[src/rtl/mdio_pkg.sv]
package mdio_pkg;
  localparam int ADDR_W = 5;
  localparam int DATA_W = 16;
  localparam logic [1:0] START_PAT = 2'b01;
  localparam logic [1:0] OPC_READ  = 2'b10;
  localparam logic [1:0] OPC_WRITE = 2'b01;
  localparam logic [1:0] TA_WRITE  = 2'b10;
  // header bits after preamble: start, opcode, two addresses
  localparam int HDR_TAIL = 2 + 2 + 2 * ADDR_W;
  // bits clocked after the header: turnaround plus data
  localparam int BODY_LEN = 2 + DATA_W;
endpackage

[src/rtl/mdio_half_timer.sv]
module mdio_half_timer #(
  parameter int HALF_CYCLES = 250
) (
  input  logic clk,
  input  logic rst,
  input  logic run,
  output logic tick
);
  localparam int TW = (HALF_CYCLES > 1) ? $clog2(HALF_CYCLES) : 1;
  localparam logic [TW-1:0] LAST = TW'(HALF_CYCLES - 1);

  logic [TW-1:0] cnt_q;

  always_ff @(posedge clk) begin
    if (rst || !run) begin
      cnt_q <= '0;
    end else if (cnt_q == LAST) begin
      cnt_q <= '0;
    end else begin
      cnt_q <= cnt_q + 1'b1;
    end
  end

  assign tick = run && (cnt_q == LAST);

  // the counter never leaves its range
  a_r7_timer_range: assert property (@(posedge clk) disable iff (rst)
    run |-> (cnt_q <= LAST));
endmodule

[src/rtl/mdio_frame_build.sv]
module mdio_frame_build
  import mdio_pkg::*;
#(
  parameter int PRE_LEN = 6,
  parameter int FRAME_W = PRE_LEN + HDR_TAIL + BODY_LEN,
  parameter int CNT_W   = $clog2(FRAME_W + 1)
) (
  input  logic              is_write,
  input  logic [ADDR_W-1:0] phy,
  input  logic [ADDR_W-1:0] regad,
  input  logic [DATA_W-1:0] wdata,
  output logic [FRAME_W-1:0] frame,
  output logic [CNT_W-1:0]   n_drive,
  output logic [CNT_W-1:0]   n_total
);
  localparam int HDR_W   = PRE_LEN + HDR_TAIL;
  localparam int RD_TOT  = HDR_W + 1 + DATA_W;

  logic [HDR_W-1:0]    hdr;
  logic [BODY_LEN-1:0] body;

  always_comb begin
    hdr  = {{PRE_LEN{1'b1}}, START_PAT, (is_write ? OPC_WRITE : OPC_READ), phy, regad};
    body = is_write ? {TA_WRITE, wdata} : '0;
    frame = {hdr, body};
    n_drive = is_write ? CNT_W'(FRAME_W) : CNT_W'(HDR_W);
    n_total = is_write ? CNT_W'(FRAME_W) : CNT_W'(RD_TOT);
  end
endmodule

[src/rtl/mdio_rx_shift.sv]
module mdio_rx_shift #(
  parameter int DATA_W = 16
) (
  input  logic              clk,
  input  logic              rst,
  input  logic              clr,
  input  logic              en,
  input  logic              din,
  output logic [DATA_W-1:0] data
);
  always_ff @(posedge clk) begin
    if (rst || clr) begin
      data <= '0;
    end else if (en) begin
      data <= {data[DATA_W-2:0], din};
    end
  end
endmodule

[src/rtl/mdio_master.sv]
module mdio_master
  import mdio_pkg::*;
#(
  parameter int HALF_CYCLES = 250,
  parameter int PRE_LEN     = 6
) (
  input  logic              clk,
  input  logic              rst,
  input  logic              req_valid,
  input  logic              req_write,
  input  logic [ADDR_W-1:0] req_phy,
  input  logic [ADDR_W-1:0] req_reg,
  input  logic [DATA_W-1:0] req_wdata,
  output logic              busy,
  output logic              done,
  output logic [DATA_W-1:0] rd_data,
  output logic              mdc,
  output logic              mdio_out,
  output logic              mdio_oe,
  input  logic              mdio_in
);
  localparam int FRAME_W = PRE_LEN + HDR_TAIL + BODY_LEN;
  localparam int CNT_W   = $clog2(FRAME_W + 1);

  logic               busy_q, hi_q, mdc_q, mdo_q, oe_q, done_q;
  logic [FRAME_W-1:0] sh_q;
  logic [CNT_W-1:0]   bit_q, ndrv_q, ntot_q;
  logic [FRAME_W-1:0] frame_w;
  logic [CNT_W-1:0]   ndrv_w, ntot_w;
  logic               tick, accept, rx_en, last_bit;
  logic [CNT_W-1:0]   bit_nx;

  mdio_half_timer #(.HALF_CYCLES(HALF_CYCLES)) u_timer (
    .clk(clk), .rst(rst), .run(busy_q), .tick(tick)
  );

  mdio_frame_build #(.PRE_LEN(PRE_LEN), .FRAME_W(FRAME_W), .CNT_W(CNT_W)) u_build (
    .is_write(req_write), .phy(req_phy), .regad(req_reg), .wdata(req_wdata),
    .frame(frame_w), .n_drive(ndrv_w), .n_total(ntot_w)
  );

  assign accept   = req_valid && !busy_q;
  assign bit_nx   = bit_q + 1'b1;
  assign last_bit = (bit_nx == ntot_q);
  assign rx_en    = busy_q && tick && hi_q && (bit_q >= ndrv_q);

  mdio_rx_shift #(.DATA_W(DATA_W)) u_rx (
    .clk(clk), .rst(rst), .clr(accept), .en(rx_en), .din(mdio_in), .data(rd_data)
  );

  always_ff @(posedge clk) begin
    if (rst) begin
      busy_q <= 1'b0;
      hi_q   <= 1'b0;
      mdc_q  <= 1'b0;
      mdo_q  <= 1'b1;
      oe_q   <= 1'b0;
      done_q <= 1'b0;
      sh_q   <= '0;
      bit_q  <= '0;
      ndrv_q <= '0;
      ntot_q <= '0;
    end else begin
      done_q <= 1'b0;
      if (accept) begin
        busy_q <= 1'b1;
        hi_q   <= 1'b0;
        mdc_q  <= 1'b0;
        sh_q   <= frame_w;
        mdo_q  <= frame_w[FRAME_W-1];
        oe_q   <= 1'b1;
        bit_q  <= '0;
        ndrv_q <= ndrv_w;
        ntot_q <= ntot_w;
      end else if (busy_q && tick) begin
        if (!hi_q) begin
          mdc_q <= 1'b1;
          hi_q  <= 1'b1;
        end else begin
          mdc_q <= 1'b0;
          hi_q  <= 1'b0;
          if (last_bit) begin
            busy_q <= 1'b0;
            oe_q   <= 1'b0;
            done_q <= 1'b1;
          end else begin
            bit_q <= bit_nx;
            sh_q  <= {sh_q[FRAME_W-2:0], 1'b0};
            mdo_q <= sh_q[FRAME_W-2];
            oe_q  <= (bit_nx < ndrv_q);
          end
        end
      end
    end
  end

  assign busy     = busy_q;
  assign done     = done_q;
  assign mdc      = mdc_q;
  assign mdio_out = mdo_q;
  assign mdio_oe  = oe_q;

  // pad value and direction hold while the clock is high
  a_r7_stable_high: assert property (@(posedge clk) disable iff (rst)
    (mdc_q && $past(mdc_q)) |-> ($stable(mdo_q) && $stable(oe_q)));
  // idle leaves the clock low and the pad released
  a_r8_idle_quiet: assert property (@(posedge clk) disable iff (rst)
    !busy_q |-> (!mdc_q && !oe_q));
  // done lasts one cycle
  a_r10_done_single: assert property (@(posedge clk) disable iff (rst)
    done_q |=> !done_q);
  // busy ends exactly with the done pulse
  a_r9_busy_end_done: assert property (@(posedge clk) disable iff (rst)
    $fell(busy_q) |-> done_q);
  // a request during a frame does not restart it
  a_r9_no_restart: assert property (@(posedge clk) disable iff (rst)
    (busy_q && $past(busy_q) && req_valid) |=> (bit_q >= $past(bit_q) || !busy_q));
endmodule

[config.mk]
export PLATFORM = sky130hd
export DESIGN_NAME = mdio_master
export DESIGN_NICKNAME = d
export VERILOG_FILES = /design/src/rtl/mdio_pkg.sv /design/src/rtl/mdio_half_timer.sv /design/src/rtl/mdio_frame_build.sv /design/src/rtl/mdio_rx_shift.sv /design/src/rtl/mdio_master.sv
export SDC_FILE = /design/constraint.sdc
export NUM_CORES = 1
export LEC_CHECK = 0
export BUFFER_PORTS_ARGS = -buffer_cell sky130_fd_sc_hd__buf_2
export CAP_MARGIN = 20
export CORE_MARGIN = 2
export CORE_UTILIZATION = 45
export CTS_CLUSTER_DIAMETER = 30
export DETAILED_ROUTE_END_ITERATION = 10
export PLACE_DENSITY_LB_ADDON = 0.25
export RECOVER_POWER = 25
export SETUP_SLACK_MARGIN = 0.2
export SKIP_LAST_GASP = 1
export SYNTH_ARGS = -nofsm -noshare
export SYNTH_HDL_FRONTEND = slang
export SYNTH_SLANG_ARGS = --single-unit
[constraint.sdc]
create_clock -name clk -period 2.4 [get_ports clk]
set_clock_uncertainty 0.1 [all_clocks]
set_input_delay 0.12 -clock clk [delete_from_list [all_inputs] [get_ports clk]]
set_output_delay 0.12 -clock clk [all_outputs]
set_load 0.01 [all_outputs]
==> implementation parameters, run 1 <==
Parameter                              Value

Outcome
  Result of the run ... completed

Floorplan
  Placement Rows ... 31
  I/O pin count ... 52
  Core footprint ... 0.00725 mm^2
  Die area ... around 0.0082 mm^2
  Initial Util ... 46.2%
  DIE WIDTH ... around 90 um
  Die Ht ... 90.3 um

CTS
  Clock latency of the later-clocked register in the worst-skew pair ... roughly 0.34 ns
  Clock tree from TritonCTS ... built
  Num Clock Sinks ... 75
  Buffer type at the clock tree root ... sky130_fd_sc_hd__clkbuf_8
  Cts bufs inserted ... 9
  CTS clock-pin slew for the worst setup and hold paths ... 0.08 ns
  Longest Clk Path Bufs ... 2
  H-tree depth ... 3

Synthesis
  Synthesized area per cell ... 9.09 um^2
  Area fraction of the dominant cell type after synthesis ... 44.8%
  Ranking of synthesized cells by area ... sky130_fd_sc_hd__dfxtp_1 (45%), sky130_fd_sc_hd__nor2_1 (8.6%), sky130_fd_sc_hd__mux2i_1 (8.4%)
  Flops & latches, synth ... between 70 and 80
  Cell area after synthesis ... roughly 0.0034 mm^2
  Post-synth net total ... 411
  Unique masters post-synth ... 43
  Library cell with the largest summed area after synthesis ... sky130_fd_sc_hd__dfxtp_1
  Sequential element share of the synthesized area ... about 45%
  Yosys warning total ... 0
  Post-synthesis instance total ... 369

Pwr
  Largest vdd supply drop ... ~0.34 mV
  Sequential group share of total power ... between 40 and 50%
  Switching share of power ... between 20% and 30%
  P_sw ... between 0.6 and 0.7 mW
  Fraction of power consumed by the clock network ... 42.0%
  Power consumption ... 2.77 mW
  P per Cell Area ... approximately 630 mW/mm^2
  Internal Dissipation ... 2.13 mW
  Leakage component of the power ... roughly 1.9 nW
  Proportion of power drawn by combinational gates ... around 10%

Layout
  Fraction of final layout cells sized beyond drive strength 1 ... a little under a fifth
  Growth of design area from synthesis to finish ... 32.2%
  Number of antenna diodes ... 0
  Layout Nets ... between 400 and 500

Critical path
  Ordered list of cells on the worst path ... ha_4 -> xor2_1 -> ha_1 -> nand3_2 -> or3_4 -> o21ai_4 -> buf_4 -> buf_12 -> mux2i_1 -> a211oi_1
  Standard cell with the maximum stage delay on the critical path ... sky130_fd_sc_hd__or3_4
  Maximum net fanout on the critical path ... 9
  Required time of the critical path ... around 2.5 ns
  Arrival @ worst endpoint ... about 2.4 ns
  WS Path Type ... reg -> reg
  CP delay by family, top ... adder cells
  Kind of start point of the critical path ... flip-flop
  Crit. End Element ... flip-flop
  Buffers & Inverters on Critical Path ... 2
  Crit-path max cell delay ... around 0.35 ns

Drt
  Starting DRT DRC Count ... 127
  Wirelength per Cell ... 13.1 um
  Number of search-and-repair iterations in the first detailed-routing pass ... 4
  Post-route antenna net violation count ... 0
  Total Wirelength ... around 7.3 mm
  Number of remaining DRC errors ... 0
  Drt via density ... slightly above 5
  Vias ... 2846

Placed design
  Post-DP HPWL ... 4.51 mm
  Global placement routability congestion ... approximately 0.81
  IO Port Bufs ... around 50

GRT
  Pin count of the biggest net entering global routing ... 43
  Antenna violations before repair ... 0
  GR Overflow Total ... 0
  Total routing resource utilization after global routing ... 18.5%
  Global-route wire length before repair ... between 10 and 15 mm
  Number of global-route vias before repair ... between 2000 and 3000

Timing
  Fmax ... 0.436 GHz
  Endpoints failing hold ... 0
  Post-route clock period utilization ... a little over nine tenths
  Slew margin rel. ... 39.6%
  Setup Viol. Count Final ... 0
  Worst hold margin ... ~0.049 ns
  Setup repair after global routing missed its margin ... true
  Worst Max-Slew Pin Slew ... 0.906 ns
  Min Tclk post-route ... between 2 and 2.5 ns
  Count of final max-slew check failures ... 0

Job
  Maxcap violations ... 0

Hold path
  Type of the tightest min-delay check ... in -> reg
## final timing paths
kind	from	to	slack, ns	depth (start not counted)
max reg2reg	bit_q[1]$_SDFFE_PP0P_	sh_q[19]$_SDFFE_PP0P_	0.10	10
max	bit_q[1]$_SDFFE_PP0P_	sh_q[19]$_SDFFE_PP0P_	0.10	10
min reg2reg	sh_q[30]$_SDFFE_PP0P_	sh_q[31]$_SDFFE_PP0P_	0.36	2
min	req_wdata[1]	sh_q[1]$_SDFFE_PP0P_	0.05	3
## power groups by stage
stage                     clock network [mW]  registers, mW  logic [mW]
after floorplan                            0           1.35       0.165
after global placement                     0           1.36       0.236
after detailed placement                   0           1.36       0.241
after CTS                               1.19           1.33       0.278
after global routing                    1.26           1.34       0.310
final                                   1.17           1.33       0.277
## synth_stat cells (all sizes together)
library cell,instances
nor2,78
dfxtp,75
mux2i,28
a211oi,23
nand3,23
nand2,20
clkbuf,16
a311oi,14
ha,11
a21oi,10
buf,10
inv,8
xnor2,8
xor2,8
o21ai,6
nor3,5
nand2b,3
a22oi,2
and2,2
and3,2
nor2b,2
nor4,2
or3,2
xnor3,2
a21boi,1
a21o,1
a32oi,1
nand4,1
o211ai,1
o311a,1
o31ai,1
or3b,1
or4,1
## per-layer routing
layer	track usage, %	wire length [um]	up-vias
li1	-	-	1467
met1	24.5	3530	1312
met2	29.6	3410	60
met3	4.84	283	7
met4	5.77	91	0
met5	0	0	-
## cell families after synthesis
group	synth area share [%]
muxes	8.36
buffers and inverters	4.59
AOI/OAI and AO/OA	13.7
DFF	44.8
xor gates and xnor gates	5.56
and+or+nand+nor	18.9
adders and majority gates	4.10
## final cells by class
cell class / count / area, um^2
Timing Repair Buffer: 101 / 763
Clock buffer: 10 / 128
Multi-Input combinational cell: 260 / 1770
Inverter: 8 / 30.0
Sequential cell: 75 / 1510
Clock inverter: 6 / 113
Tap cell: 99 / 124
Fill cell: 639 / 2820
## layout by cell type, fill, tap and decap left out, types with 10 or more instances in the layout
cell,Yosys,routed
sky130_fd_sc_hd__nor2_1,77,77
sky130_fd_sc_hd__nand3_1,21,19
sky130_fd_sc_hd__a21oi_1,10,10
sky130_fd_sc_hd__a211oi_1,23,23
sky130_fd_sc_hd__dlygate4sd3_1,0,27
sky130_fd_sc_hd__dfxtp_1,75,71
sky130_fd_sc_hd__nand2_1,20,20
sky130_fd_sc_hd__ha_1,11,10
sky130_fd_sc_hd__a311oi_1,14,14
sky130_fd_sc_hd__buf_4,0,14
sky130_fd_sc_hd__buf_2,6,30
sky130_fd_sc_hd__mux2i_1,28,28
sky130_fd_sc_hd__clkbuf_1,16,24
## what timing repair did
action	in CTS	in global routing
cloned	2	1
setup buffers	4	2
pin swaps	3	4
gates resized for setup	4	10
hold endpoints to repair	27	0
hold buffers	27	0
setup endpoints to repair	27	49
## worst reg2reg max path, cell delays in order, from the launching register on
cell and delay, ns:
sky130_fd_sc_hd__dfxtp_2 0.34, sky130_fd_sc_hd__ha_4 0.16, sky130_fd_sc_hd__xor2_1 0.14, sky130_fd_sc_hd__ha_1 0.30, sky130_fd_sc_hd__nand3_2 0.07, sky130_fd_sc_hd__or3_4 0.35, sky130_fd_sc_hd__o21ai_4 0.16, sky130_fd_sc_hd__buf_4 0.14
sky130_fd_sc_hd__buf_12 0.13, sky130_fd_sc_hd__mux2i_1 0.19, sky130_fd_sc_hd__a211oi_1 0.09
## per-stage QoR
stage | cells | utilization, % | instance area [um^2] | setup TNS (ns) | setup WS [ns]
finish | 559 | 61.1 | 4430 | 0 | 0.105
global route | 559 | 61.1 | 4430 | -0.00226 | -0.00226
detailed placement | 507 | 52.0 | 3770 | 0 | 0.0529
floorplan | 369 | - | 3380 | 0 | 0.0564
global placement | 507 | 52.0 | 3770 | 0 | 0.0972
CTS | 556 | 60.4 | 4380 | 0 | 0.112
## flip-flops by register name (all words and copies together), names as in the netlist
signal	cells
u_timer.cnt_q	8
mdio_oe	1
bit_q	6
sh_q	37
ntot_q	3
mdio_out	1
u_rx.data	16
mdc	1
done	1
busy	1
Note: power is estimated with default switching activity, not from simulation.
==> run 2, diff against run 1 <==
REMOVE_ABC_BUFFERS = 1   (was not set)
==> run 2 against run 1 <==
Compared with the run above:
- worst setup slack got worse by 0.048 ns
- flip-flop and latch count unchanged
- sequential share of layout area decreased by 1.6 points
- die area unchanged
- final area increased by 5.1%
- final cell count increased by 2.1%
- non-clock buffer count increased by 12
- largest cell class unchanged
- largest power group unchanged
- highest routed layer unchanged
==> implementation parameters, run 2 (same netlist as run 1, synthesis figures left out) <==
Parameter                              Value

Outcome
  Result of the run ... completed

Layout
  Layout Nets ... 509 (+2.4%)
  Fillers ... 591 (-7.5%)
  Biggest regs ... sh_q (37), u_rx.data (16), u_timer.cnt_q (8)
  Most common cell after layout, fill and taps aside ... sky130_fd_sc_hd__dfxtp_1
  Number of flip-flops in the largest register ... 37 (unchanged)
  Final cell utilization of the core ... 64.2% (+3.1 points)
  Fraction of final layout cells sized beyond drive strength 1 ... 25.0% (+6.1 points)
  Leading cell types in the layout, fill and taps excluded ... sky130_fd_sc_hd__dfxtp_1 (71), sky130_fd_sc_hd__nor2_1 (70), sky130_fd_sc_hd__buf_2 (31)
  Final std cell area, no fill ... 0.00466 mm^2 (+5.1%)
  Growth of design area from synthesis to finish ... 38.9%
  Biggest register ... sh_q
  Number of antenna diodes ... 0 (unchanged)

Drt
  Total Wirelength ... 7.71 mm (+5.3%)
  Vias ... 2950 (+3.7%)
  Number of remaining DRC errors ... 0 (unchanged)
  Wirelength per Cell ... 13.5 um (+3.1%)
  Post-route antenna net violation count ... 0 (unchanged)
  Number of search-and-repair iterations in the first detailed-routing pass ... 4 (unchanged)
  Starting DRT DRC Count ... 64 (-50%)
  Drt via density ... 5.17 (+1.5%)

GRT
  Global-route wire length before repair ... 11.8 mm (-4.8%)
  Pin count of the biggest net entering global routing ... 35 (-19%)
  Number of global-route vias before repair ... 2663 (+1.8%)
  GR Overflow Total ... 0 (unchanged)
  Total routing resource utilization after global routing ... 17.4% (-1.1 points)
  Antenna violations before repair ... 0 (unchanged)

CTS
  Clock tree from TritonCTS ... built
  Cts bufs inserted ... 9 (unchanged)
  Num Clock Sinks ... 75 (unchanged)
  Buffer type at the clock tree root ... sky130_fd_sc_hd__clkbuf_8
  CTS clock-pin slew for the worst setup and hold paths ... 0.08 ns (about the same)
  H-tree depth ... 3 (unchanged)
  Longest Clk Path Bufs ... 2 (unchanged)
  Clock latency of the later-clocked register in the worst-skew pair ... 0.34 ns (about the same)

Critical path
  WS Path Type ... reg -> reg
  Standard cell with the maximum stage delay on the critical path ... sky130_fd_sc_hd__or3_4
  Crit. End Element ... flip-flop
  Arrival @ worst endpoint ... 2.46 ns (+0.05 ns)
  Ordered list of cells on the worst path ... ha_4 -> xor2_1 -> ha_1 -> nand3_2 -> or3_4 -> o21ai_4 -> buf_12 -> buf_12 -> mux2i_2 -> a211oi_2
  Buffers & Inverters on Critical Path ... 2 (unchanged)
  Kind of start point of the critical path ... flip-flop
  Required time of the critical path ... 2.52 ns (about the same)
  Cell occurring most often along the worst timing path ... sky130_fd_sc_hd__buf_12
  Worst setup startpoint ... bit_q[1]$_SDFFE_PP0P_
  R2R Path Start ... bit_q[1]$_SDFFE_PP0P_
  Crit-path max cell delay ... 0.35 ns (about the same)
  Maximum net fanout on the critical path ... 7 (-2)
  CP delay by family, top ... adder cells

Placed design
  Global placement routability congestion ... 0.811 (+0.52%)
  IO Port Bufs ... 51 (unchanged)
  Post-DP HPWL ... 4.43 mm (-1.7%)
  Placed instance area ... 0.00377 mm^2 (-0.13%)

Hold path
  Type of the tightest min-delay check ... in -> reg
  Worst Min Path Start ... rst

Timing
  Count of final max-slew check failures ... 0 (unchanged)
  Post-route clock period utilization ... 97.6% (+2.0 points)
  Worst Max-Slew Pin Slew ... 0.417 ns (-0.489 ns)
  Fmax ... 0.427 GHz (-2.0%)
  Setup repair after global routing missed its margin ... true
  Setup Viol. Count Final ... 0 (unchanged)
  Min Tclk post-route ... 2.34 ns (+0.0477 ns)
  Slew margin rel. ... 72.2% (+33 points)
  Endpoints failing hold ... 0 (unchanged)

Floorplan
  I/O pin count ... 52 (unchanged)
  Die Ht ... 90.3 um (unchanged)
  Core footprint ... 0.00725 mm^2 (unchanged)
  DIE WIDTH ... 90.3 um (unchanged)
  Placement Rows ... 31 (unchanged)
  Initial Util ... 46.2% (unchanged)
  Die area ... 0.00816 mm^2 (unchanged)

Pwr
  Leakage component of the power ... 1.97 nW (+3.7%)
  P per Cell Area ... 564 mW/mm^2 (-9.8%)
  Largest vdd supply drop ... 0.285 mV (-15%)

Job
  Maxcap violations ... 0 (unchanged)
## run 2: metrics by stage
step / cells / TNS (ns) / hold slack, ns / power, mW / worst slack, ns
floorplan: 343 / -9.38 / 0.0891 / 1.50 / -0.316
global placement: 509 / 0 / 0.258 / 1.59 / 0.110
detailed placement: 509 / 0 / 0.260 / 1.60 / 0.0466
CTS: 560 / 0 / 0.0304 / 2.61 / 0.0664
global route: 571 / -0.221 / 0.0461 / 2.74 / -0.0290
finish: 571 / 0 / 0.0503 / 2.63 / 0.0570
## run 2: layout make-up
| type | count | area (um^2) | area share (%) |
|---|---|---|---|
| clock inverters | 6 | 65.1 | 1.40 |
| repair buffers | 113 | 951 | 20.4 |
| multi-input cells | 260 | 1840 | 39.6 |
| well taps | 99 | 124 | 2.66 |
| clock buffers | 10 | 138 | 2.95 |
| flip-flops and latches | 75 | 1510 | 32.3 |
| inverters | 8 | 30.0 | 0.645 |
## run 2: what timing repair did
item | in CTS | in global routing
gates cloned | 2 | 5
gates resized for setup | 17 | 30
setup buffers | 6 | 6
hold buffers | 27 | 0
pin swaps | 4 | 22
setup endpoints to repair | 40 | 56
endpoints found under the hold margin | 27 | 0
## run 2: power breakdown
group | switching (mW) | internal [mW]
clock | 0.473 | 0.506
sequential | 0.0349 | 1.30
combinational | 0.158 | 0.157
total | 0.665 | 1.96
## run 2: routing by layer
metal | part of all wire [%] | GRT usage [%] | vias up
met1 | 45 | 21.4 | 1393
met3 | 3.6 | 2.92 | 11
met4 | 1.4 | 7.31 | 0
met5 | 0 | 0 | -
li1 | - | - | 1483
met2 | 50 | 30.2 | 63
## run 2: worst paths after layout
check,endpoint,cells after the start,slack (ns)
worst min-delay path,mdio_oe$_SDFFE_PP0P_,2,0.05
worst min register to register,sh_q[31]$_SDFFE_PP0P_,2,0.36
worst max register to register,sh_q[18]$_SDFFE_PP0P_,10,0.06
worst max-delay path,sh_q[18]$_SDFFE_PP0P_,10,0.06
## run 2: worst reg2reg max path, cell delays in order (launching register included)
cell and delay [ns]:
sky130_fd_sc_hd__dfxtp_2 0.34, sky130_fd_sc_hd__ha_4 0.16, sky130_fd_sc_hd__xor2_1 0.14, sky130_fd_sc_hd__ha_1 0.30
sky130_fd_sc_hd__nand3_2 0.08, sky130_fd_sc_hd__or3_4 0.35, sky130_fd_sc_hd__o21ai_4 0.17, sky130_fd_sc_hd__buf_12 0.14
sky130_fd_sc_hd__buf_12 0.13, sky130_fd_sc_hd__mux2i_2 0.22, sky130_fd_sc_hd__a211oi_2 0.09
